### config.mk
export PLATFORM = sky130hd
export DESIGN_NAME = mbox_pair
export DESIGN_NICKNAME = d
export VERILOG_FILES = /design/src/rtl/mbox_pkg.sv /design/src/rtl/mbox_fifo.sv /design/src/rtl/mbox_port.sv /design/src/rtl/mbox_pair.sv
export SDC_FILE = /design/constraint.sdc
export NUM_CORES = 1
export LEC_CHECK = 0
export CAP_MARGIN = 20
export CORE_ASPECT_RATIO = 0.7
export CORE_MARGIN = 4
export CORE_UTILIZATION = 40
export DETAILED_ROUTE_END_ITERATION = 8
export DONT_BUFFER_PORTS = 1
export PLACE_DENSITY = 0.65
export SKIP_LAST_GASP = 1
export SLEW_MARGIN = 20
export SYNTH_ARGS = -nofsm -noshare
export SYNTH_HDL_FRONTEND = slang
export SYNTH_SLANG_ARGS = --single-unit
### constraint.sdc
create_clock -name clk -period 5.95 [get_ports clk]
set_input_delay 0 -clock clk [delete_from_list [all_inputs] [get_ports clk]]
set_output_delay 0 -clock clk [all_outputs]
set_load 0.01 [all_outputs]
### src/rtl/mbox_pkg.sv
package mbox_pkg;
  localparam int unsigned MB_WIDTH = 32;
  localparam int unsigned MB_DEPTH = 8;
  localparam int unsigned MB_AW    = 2;

  // register addresses
  localparam int unsigned ADR_TX   = 0;
  localparam int unsigned ADR_RX   = 1;
  localparam int unsigned ADR_STAT = 2;

  // status bit positions
  localparam int unsigned ST_VALID = 0;
  localparam int unsigned ST_READY = 1;
  localparam int unsigned ST_OVF   = 2;
  localparam int unsigned ST_UND   = 3;
endpackage

### src/rtl/mbox_fifo.sv
module mbox_fifo #(
  parameter int unsigned WIDTH = 32,
  parameter int unsigned DEPTH = 8
) (
  input  logic             clk,
  input  logic             rst_n,
  input  logic             push,
  input  logic [WIDTH-1:0] push_data,
  input  logic             pop,
  output logic [WIDTH-1:0] head,
  output logic             empty,
  output logic             full
);
  localparam int unsigned PW = (DEPTH > 1) ? $clog2(DEPTH) : 1;
  localparam int unsigned CW = $clog2(DEPTH + 1);

  logic [WIDTH-1:0] mem [DEPTH];
  logic [PW-1:0]    wptr, rptr;
  logic [CW-1:0]    count;

  function automatic logic [PW-1:0] bump(input logic [PW-1:0] p);
    return (p == PW'(DEPTH - 1)) ? '0 : p + 1'b1;
  endfunction

  assign empty = (count == '0);
  assign full  = (count == CW'(DEPTH));
  assign head  = mem[rptr];

  always_ff @(posedge clk or negedge rst_n) begin
    if (!rst_n) begin
      wptr  <= '0;
      rptr  <= '0;
      count <= '0;
    end else begin
      if (push) wptr <= bump(wptr);
      if (pop)  rptr <= bump(rptr);
      case ({push, pop})
        2'b10:   count <= count + 1'b1;
        2'b01:   count <= count - 1'b1;
        default: count <= count;
      endcase
    end
  end

  always_ff @(posedge clk) begin
    if (push) mem[wptr] <= push_data;
  end

  // a push is never accepted into a full queue unless a pop frees a slot
  a_r3_no_push_when_full: assert property (@(posedge clk) disable iff (!rst_n)
    (full && !pop) |-> !push);

  // never pop an empty queue
  a_r4_no_pop_when_empty: assert property (@(posedge clk) disable iff (!rst_n)
    empty |-> !pop);

  // a pushed word is visible one cycle later
  a_r2_push_visible: assert property (@(posedge clk) disable iff (!rst_n)
    (push && !pop) |=> !empty);

  // push and pop together on a full queue keep it full
  a_r7_full_pushpop: assert property (@(posedge clk) disable iff (!rst_n)
    (full && push && pop) |=> full);
endmodule

### src/rtl/mbox_port.sv
module mbox_port
  import mbox_pkg::*;
#(
  parameter int unsigned WIDTH = 32,
  parameter int unsigned AW    = 2
) (
  input  logic             clk,
  input  logic             rst_n,
  input  logic [AW-1:0]    addr,
  input  logic             rd,
  input  logic             wr,
  input  logic [WIDTH-1:0] wdata,
  output logic [WIDTH-1:0] rdata,
  output logic             irq,
  // receive queue read end
  input  logic             rx_empty,
  input  logic [WIDTH-1:0] rx_head,
  output logic             rx_pop,
  // transmit queue write end
  input  logic             tx_full,
  input  logic             tx_room,
  output logic             tx_push
);
  logic ovf_q, und_q;
  logic tx_wr, rx_rd, st_wr;
  logic [WIDTH-1:0] status;

  assign tx_wr = wr && (addr == AW'(ADR_TX));
  assign rx_rd = rd && (addr == AW'(ADR_RX));
  assign st_wr = wr && (addr == AW'(ADR_STAT));

  assign tx_push = tx_wr && tx_room;
  assign rx_pop  = rx_rd && !rx_empty;

  always_ff @(posedge clk or negedge rst_n) begin
    if (!rst_n) begin
      ovf_q <= 1'b0;
      und_q <= 1'b0;
    end else begin
      if (tx_wr && !tx_room)         ovf_q <= 1'b1;
      else if (st_wr && wdata[ST_OVF]) ovf_q <= 1'b0;
      if (rx_rd && rx_empty)         und_q <= 1'b1;
      else if (st_wr && wdata[ST_UND]) und_q <= 1'b0;
    end
  end

  always_comb begin
    status           = '0;
    status[ST_VALID] = !rx_empty;
    status[ST_READY] = !tx_full;
    status[ST_OVF]   = ovf_q;
    status[ST_UND]   = und_q;
  end

  always_comb begin
    rdata = '0;
    if (rd) begin
      if (addr == AW'(ADR_RX)) rdata = rx_empty ? '0 : rx_head;
      else if (addr == AW'(ADR_STAT)) rdata = status;
    end
  end

  assign irq = !rx_empty || ovf_q || und_q;

  // a rejected write raises overflow
  a_r3_overflow_sets: assert property (@(posedge clk) disable iff (!rst_n)
    (tx_wr && !tx_room) |=> ovf_q);

  // reading an empty queue raises underflow and yields zero
  a_r4_underflow_sets: assert property (@(posedge clk) disable iff (!rst_n)
    (rx_rd && rx_empty) |=> und_q);
  a_r4_empty_reads_zero: assert property (@(posedge clk) disable iff (!rst_n)
    (rx_rd && rx_empty) |-> (rdata == '0));

  // sticky flags only fall on an explicit clear
  a_r5_ovf_sticky: assert property (@(posedge clk) disable iff (!rst_n)
    (ovf_q && !(st_wr && wdata[ST_OVF])) |=> ovf_q);
  a_r5_und_sticky: assert property (@(posedge clk) disable iff (!rst_n)
    (und_q && !(st_wr && wdata[ST_UND])) |=> und_q);
endmodule

### src/rtl/mbox_pair.sv
module mbox_pair
  import mbox_pkg::*;
#(
  parameter int unsigned WIDTH = MB_WIDTH,
  parameter int unsigned DEPTH = MB_DEPTH,
  parameter int unsigned AW    = MB_AW
) (
  input  logic             clk,
  input  logic             rst_n,
  input  logic [AW-1:0]    c0_addr,
  input  logic             c0_rd,
  input  logic             c0_wr,
  input  logic [WIDTH-1:0] c0_wdata,
  output logic [WIDTH-1:0] c0_rdata,
  output logic             c0_irq,
  input  logic [AW-1:0]    c1_addr,
  input  logic             c1_rd,
  input  logic             c1_wr,
  input  logic [WIDTH-1:0] c1_wdata,
  output logic [WIDTH-1:0] c1_rdata,
  output logic             c1_irq
);
  localparam int unsigned NCORE = 2;

  logic [NCORE-1:0][AW-1:0]    addr;
  logic [NCORE-1:0]            rd, wr, irq;
  logic [NCORE-1:0][WIDTH-1:0] wdata, rdata;

  // queue k carries words from core k to core 1-k
  logic [NCORE-1:0]            q_push, q_pop, q_empty, q_full, q_room;
  logic [NCORE-1:0][WIDTH-1:0] q_head;

  assign addr[0]  = c0_addr;   assign addr[1]  = c1_addr;
  assign rd[0]    = c0_rd;     assign rd[1]    = c1_rd;
  assign wr[0]    = c0_wr;     assign wr[1]    = c1_wr;
  assign wdata[0] = c0_wdata;  assign wdata[1] = c1_wdata;
  assign c0_rdata = rdata[0];  assign c1_rdata = rdata[1];
  assign c0_irq   = irq[0];    assign c1_irq   = irq[1];

  for (genvar k = 0; k < NCORE; k++) begin : g_lane
    localparam int unsigned PEER = NCORE - 1 - k;

    // a full queue still takes a word when its reader pops that cycle
    assign q_room[k] = !q_full[k] || q_pop[k];

    mbox_fifo #(.WIDTH(WIDTH), .DEPTH(DEPTH)) i_fifo (
      .clk       (clk),
      .rst_n     (rst_n),
      .push      (q_push[k]),
      .push_data (wdata[k]),
      .pop       (q_pop[k]),
      .head      (q_head[k]),
      .empty     (q_empty[k]),
      .full      (q_full[k])
    );

    mbox_port #(.WIDTH(WIDTH), .AW(AW)) i_port (
      .clk      (clk),
      .rst_n    (rst_n),
      .addr     (addr[k]),
      .rd       (rd[k]),
      .wr       (wr[k]),
      .wdata    (wdata[k]),
      .rdata    (rdata[k]),
      .irq      (irq[k]),
      .rx_empty (q_empty[PEER]),
      .rx_head  (q_head[PEER]),
      .rx_pop   (q_pop[PEER]),
      .tx_full  (q_full[k]),
      .tx_room  (q_room[k]),
      .tx_push  (q_push[k])
    );
  end

  // each queue is pushed only by its own writer, so the two directions stay apart
  a_r8_push_source: assert property (@(posedge clk) disable iff (!rst_n)
    q_push[0] |-> (c0_wr && c0_addr == AW'(ADR_TX)));
  a_r8_push_source_b: assert property (@(posedge clk) disable iff (!rst_n)
    q_push[1] |-> (c1_wr && c1_addr == AW'(ADR_TX)));
endmodule

# Word-level counts from Yosys, hierarchy flattened
# Memory sizes are Yosys's and may differ from the RTL's.
# Index checks and enable logic that the tools add are counted.
word_totals:
  ff_bits: 24
  latch_bits: 0
  ramBits: 512
  romBits: 0
  out_inout_bits: 66
  wordCells: 100
  mem_count: 2
mem_list:
  columns: ["name", "words", "word_bits", "read_ports", "rd_clocked_by_memory_dff", "wr", "line", "rtl"]
  rows:
  - ["g_lane[0].i_fifo.mem", 8, 32, 1, 0, 1, "mbox_fifo.sv:17", "logic [WIDTH-1:0] mem [DEPTH];"]
  - ["g_lane[1].i_fifo.mem", 8, 32, 1, 0, 1, "mbox_fifo.sv:17", null]
op_classes:
  n_addsub: 8
  multipliers: 0
  div: 0
  order_cmp: 0
  n_eq_ne: 14
  shifts: 0
  mux: 26
  n_bitwise: 0
  reduce_logical: 40
op_table:
  columns: ["cell", "n"]
  rows:
  - ["$mux W32", 6]
  - ["$logic_and A1 B1 Y1", 18]
  - ["$pmux W4 S2", 2]
  - ["$add A3 B1 Y3 const B", 4]
  - ["$eq A3 B3 Y1 const B", 4]
  - ["$mux W1", 12]
  - ["$mux W3", 4]
  - ["$reduce_bool A2 Y1", 6]
  - ["$add A4 B1 Y4 const B", 2]
  - ["$eq A2 B1 Y1 const B", 4]
  - ["$eq A2 B2 Y1 const B", 4]
  - ["$eq A4 B4 Y1 const B", 2]
  - ["$logic_not A4 Y1", 2]
  - ["$mux W4", 2]
  - ["$sub A4 B1 Y4 const B", 2]
  - ["$logic_not A1 Y1", 6]
  - ["$logic_or A1 B1 Y1", 6]
  - ["$logic_not A2 Y1", 2]

# Depth between registers and ports, before layout
logic_depth:
  ltp_word: 7
  mapped_depth: 12
  ltp_nobuf: 10

# Cells and area by module
# A second synthesis with hierarchy kept.
hier_totals:
  hier_cells: 982
  area_unflattened_um2: 21297.9
by_module_without_submodules:
  columns: ["mod", "n_inst", "cells_each", "area_each_um2"]
  rows:
  - ["mbox_fifo at g_lane[0].i_fifo", 1, 428, 10216.0]
  - ["mbox_fifo at g_lane[1].i_fifo", 1, 426, 10211.0]
  - ["mbox_port", 2, 63, 429.2]
  - ["mbox_pair", 1, 2, 12.5]

# Least setup slack after synthesis
# OpenSTA, ideal clock, no wires.
synth_timing:
  kind: "reg-to-reg"
  startpoint: "register g_lane[0].i_fifo.count[3]"
  endpoint: "memory g_lane[0].i_fifo.mem[4][0] (enable)"
  arrival_ns: 3.594
  setup_slack_ns: 1.888
  stages_incl_launch_ff: 5
  synth_period_minus_slack_ns: 4.062
  path_cell_list: "dfrtp_1 > nor4b_1 > a2111o_1 > nand2b_4 > nor3b_1"
synth_between:
  elab_chain_cells: 7
  word_cells_on_any_way: 9
  cone_classes: "eq/ne (1); mux (2); reduce/logical (6)"
synth_lines:
  columns: ["element", "line", "rtl"]
  rows:
  - ["start, declared", "mbox_fifo.sv:19", "logic [CW-1:0] count;"]
  - ["start signal, assigned", "mbox_fifo.sv:38", "2'b10: count <= count + 1'b1;"]
  - ["start signal, assigned", "mbox_fifo.sv:39", "2'b01: count <= count - 1'b1;"]
  - ["start signal, assigned", "mbox_fifo.sv:40", "default: count <= count;"]
  - ["$logic_not A4 Y1", "mbox_fifo.sv:25", "assign empty = (count == '0);"]
  - ["$logic_not A1 Y1", "mbox_port.sv:33", "assign rx_pop = rx_rd && !rx_empty;"]
  - ["$logic_and A1 B1 Y1", "mbox_port.sv:33", null]
  - ["$logic_or A1 B1 Y1 *", "mbox_pair.sv:44", "assign q_room[k] = !q_full[k] || q_pop[k];"]
  - ["$logic_and A1 B1 Y1 *", "mbox_port.sv:32", "assign tx_push = tx_wr && tx_room;"]
  - ["$mux W1 *", "mbox_fifo.sv:46", "if (push) mem[wptr] <= push_data;"]
  - ["$mux W1 (not written as such) *", "mbox_fifo.sv:46", null]
  - ["end, declared", "mbox_fifo.sv:17", null]
# Every way passes the cells marked *; elsewhere a longest branch is shown, timed or not.

# Worst setup path in the final report
layout_timing:
  startpoint: "register g_lane[1].i_fifo.count[1]"
  endpoint: "register g_lane[1].i_fifo.count[2]"
layout_between:
  elab_chain_cells: 7
  word_cells_on_any_way: 13
  cone_classes: "add/sub (2); eq/ne (3); mux (1); reduce/logical (7)"
layout_lines:
  columns: ["element", "line", "rtl"]
  rows:
  - ["start, declared", "mbox_fifo.sv:19", null]
  - ["start signal, assigned", "mbox_fifo.sv:38", null]
  - ["start signal, assigned", "mbox_fifo.sv:39", null]
  - ["start signal, assigned", "mbox_fifo.sv:40", null]
  - ["$logic_not A4 Y1 *", "mbox_fifo.sv:25", null]
  - ["$logic_not A1 Y1 *", "mbox_port.sv:33", null]
  - ["$logic_and A1 B1 Y1 *", "mbox_port.sv:33", null]
  - ["via g_lane[0].i_port.rx_pop", "mbox_port.sv:18", "output logic rx_pop,"]
  - ["$logic_or A1 B1 Y1", "mbox_pair.sv:44", null]
  - ["$logic_and A1 B1 Y1", "mbox_port.sv:32", null]
  - ["$eq A2 B1 Y1 / $eq A2 B2 Y1 (equally long branches)", "mbox_fifo.sv:37", "case ({push, pop})"]
  - ["$pmux W4 S2 / $reduce_bool A2 Y1 (equally long branches)", null, null]
# Mark *: on every way through the listed nets, which the timed path passes. The rest lies on a longest branch.
# A chain may end at the register's enable or synchronous reset.

==> flow_summary.toml <==
[setup_path]
worstPathArrival_ns = 3.77
cpPeakStageDelay_ns = 0.72
crit_path_end_kind = "flop"
r2r_cells = 10
crit_cells = 10
path_common_cell = "xor2_1"
cp_top_family = "simple AND/OR/NAND/NOR gates"
crit_required_ns = 6.41
cp_cell_sequence = "or4_1 > nand2_2 > inv_1 > ha_1 > xor2_1 > ha_1 > a21oi_1 > xor2_1 > nor2_1 > xor2_1"
r2r_slack_ns = 2.64
crit_buf_inv = 1
slowest_stage = "nand2_2"
start_kind = "flop"
cp_max_fo = 37
critPathKind = "flop to flop"

[routing]
firstDrtPassIters = 5
via_per_inst = 5.39
first_iter_violations = 720
wirelength_mm = 41.5
routedWlPerCell_um = 22.9
ant_nets = 0
vias = 9761
drc_errors = 0

[timing]
max_slew_margin_pct = 29.6
maxSlewViolCount = 0
rsz0062_at_grt = "false"
worst_pin_slew_ns = 1.06
period_share_pct = 55.7
timing.final.crit_period_ns = 3.31
setup_tns_ns = 0
fin_skew_ns = 0.0118
setup_violations = 0
hold_viol_final = 0
fmax_mhz = 302
worst_hold_slack_ns = 0.0560

[logic_synthesis]
syn_nets = 1074
post_synth.cell_area_avg_um2 = 21.3
syn-cell-area_um2 = 21000
synth-seq-cells = 536
yosys.cell_count.top_type = "edfxtp_1"
synth_common_cells = "edfxtp_1, mux4_2, nor2_1"
synthTopCellsByArea = "edfxtp_1, mux4_2, mux2i_1"
postSynthCellCount = 986
ys_seq_area_share_pct = 76.1
yosysTopAreaCellShare_pct = 73.2
yosys_warnings = 0
yosysTopAreaCell = "edfxtp_1"
synth_cell_types = 46
synth_edf_count = 512
yosys_most_used_dff = "edfxtp_1"
async_flop_share_pct = 4.48

[cts]
clockBufferDepth = 3
h-tree-depth = 2
cts_tree = "built"
cts_sinks = 536
post_cts_resized = 0
path_clk_slew_ns = 0.06
cts_buffers = 51
clkLatencyLatePin_ns = 0.58
clock_tree.root_cell = "clkbuf_16"
cts_setup_buffers = 0

[global_route]
grt_pass1_vias = 10300
antenna_found_initial = 3
grt_max_degree = 49
grt_pass1_wl_mm = 63.7
grtUsageMet1_pct = 21.5
grt_overflow_total = 0
grt_use_total_pct = 14.9
busiest_layer = "met2"
grt_util_met3_pct = 2.98
gr-usage-met2_pct = 23.4

[power_and_ir_drop]
p_sw_share_pct = 26.7
power.internal_mw = 7.20
switchingPower_mw = 2.63
ir_drop_uv = 237
p_per_area_nw_per_um2 = 405
pwr-share-seq_pct = 47.1
power_frac_comb_pct = 22.0
p_clk_share_pct = 30.9
p_leak_nw = 7.76

[layout]
finalNetCount = 1185
final_layout_size_suffix_gt1_share_pct = 22.0
fillers = 4212
post-route-cell-area_um2 = 24300
area_growth_pct = 15.7

[floorplanning]
core_area_um2 = 51300
start_util_pct = 40.9
die_y_um = 200
die_w_um = 282
pin_count = 140
fp-row-count = 69
die-area_um2 = 56300

[placement]
hpwl_mm = 22.3
postPlaceCellArea_um2 = 21900
place.gp.congestion = 0.719
io_buffers = 0

[hold_path]
hold_depth = 4
hold_path_class = "input pin to flop"

[job]
drv_cap = 0

[outcome]
status = "finished clean"
## final cells by class
class / count / area [um^2] / share of cell area, %
flip-flops and latches: 536 / 16000 / 65.8
clock buffers: 68 / 1350 / 5.56
multi-input cells: 398 / 4880 / 20.1
clock inverters: 22 / 194 / 0.799
diodes: 2 / 5.00 / 0.0206
inverters: 6 / 22.5 / 0.0927
well taps: 674 / 843 / 3.47
repair buffers: 104 / 1010 / 4.14
## path summary, 6_finish.rpt
check,end,from
hold reg to reg,g_lane[0].i_fifo.count[3],g_lane[0].i_fifo.count[3]
setup reg to reg,g_lane[1].i_fifo.count[2],g_lane[1].i_fifo.count[1]
setup / recovery,g_lane[1].i_fifo.count[2],g_lane[1].i_fifo.count[1]
max in group asynchronous,g_lane[0].i_fifo.rptr[0],rst_n
min in group asynchronous,g_lane[1].i_port.ovf_q,rst_n
hold / removal,g_lane[1].i_fifo.wptr[0],c0_rd
## sequential cells by signal, summed over array words and instances, names as in the netlist
name / count
g_lane.i_fifo.rptr: 6
g_lane.i_fifo.mem: 512
g_lane.i_fifo.wptr: 6
g_lane.i_fifo.count: 8
g_lane.i_port.ovf_q: 2
g_lane.i_port.und_q: 2
## power groups by stage
stage          Clock (mW)  Sequential, mW  Combinational [mW]
6_report             3.04            4.63                2.16
3_3_place_gp            0            4.71                2.09
2_1_floorplan           0            4.49                1.87
4_1_cts              3.12            4.64                2.21
3_5_place_dp            0            4.73                2.11
5_1_grt              3.30            4.68                2.36
## per-stage QoR
stage | std cells | util, % | total power, mW | worst slack (ns)
after floorplan | 986 | - | 6.36 | 1.89
after global placement | 1636 | 42.7 | 6.80 | 2.72
after detailed placement | 1636 | 42.7 | 6.83 | 2.63
after CTS | 1808 | 47.3 | 9.97 | 2.60
after global routing | 1810 | 47.4 | 10.3 | 2.43
final | 1810 | 47.4 | 9.83 | 2.64
## cells in the final DEF, fill, tap and decap left out, types with 7 or more instances in the layout
cell | Yosys | layout
xor2_1 | 7 | 7
nor2b_1 | 8 | 8
buf_4 | 0 | 22
mux4_2 | 125 | 125
mux2i_1 | 67 | 67
o21ai_0 | 13 | 13
dlygate4sd3_1 | 0 | 80
edfxtp_1 | 512 | 512
nand2_1 | 13 | 13
nor2_1 | 70 | 62
dfrtp_1 | 24 | 18
clkbuf_16 | 0 | 51
clkbuf_1 | 8 | 16
ha_1 | 14 | 14
nor2_4 | 0 | 8
clkinv_1 | 0 | 10
## metal layers
| metal | vias to the layer above | share of wire [%] |
|---|---|---|
| met5 | - | 0.031 |
| met4 | 2 | 1.9 |
| met3 | 55 | 5.2 |
| met2 | 205 | 47 |
| met1 | 5214 | 46 |
| li1 | 4285 | - |
## tightest hold or removal path, cell delays in order
cell,delay (ns)
and3b_1,0.27
o211ai_4,0.16
nand2_1,0.09
o21ai_1,0.06
## logic make-up after synthesis
kind of cell    after synthesis  share of synthesized area, %
flops                       536                          76.1
buf+inv                      52                          1.17
xor+xnor                     10                         0.417
compound gates               36                          1.14
simple gates                139                          3.35
fa+ha+maj                    14                         0.835
mux                         199                          17.0
## timing repair
item	in CTS	in global routing
hold buffers	82	0
setup endpoints to repair	0	0
hold endpoints to repair	547	0
(Power assumes the default switching activity.)
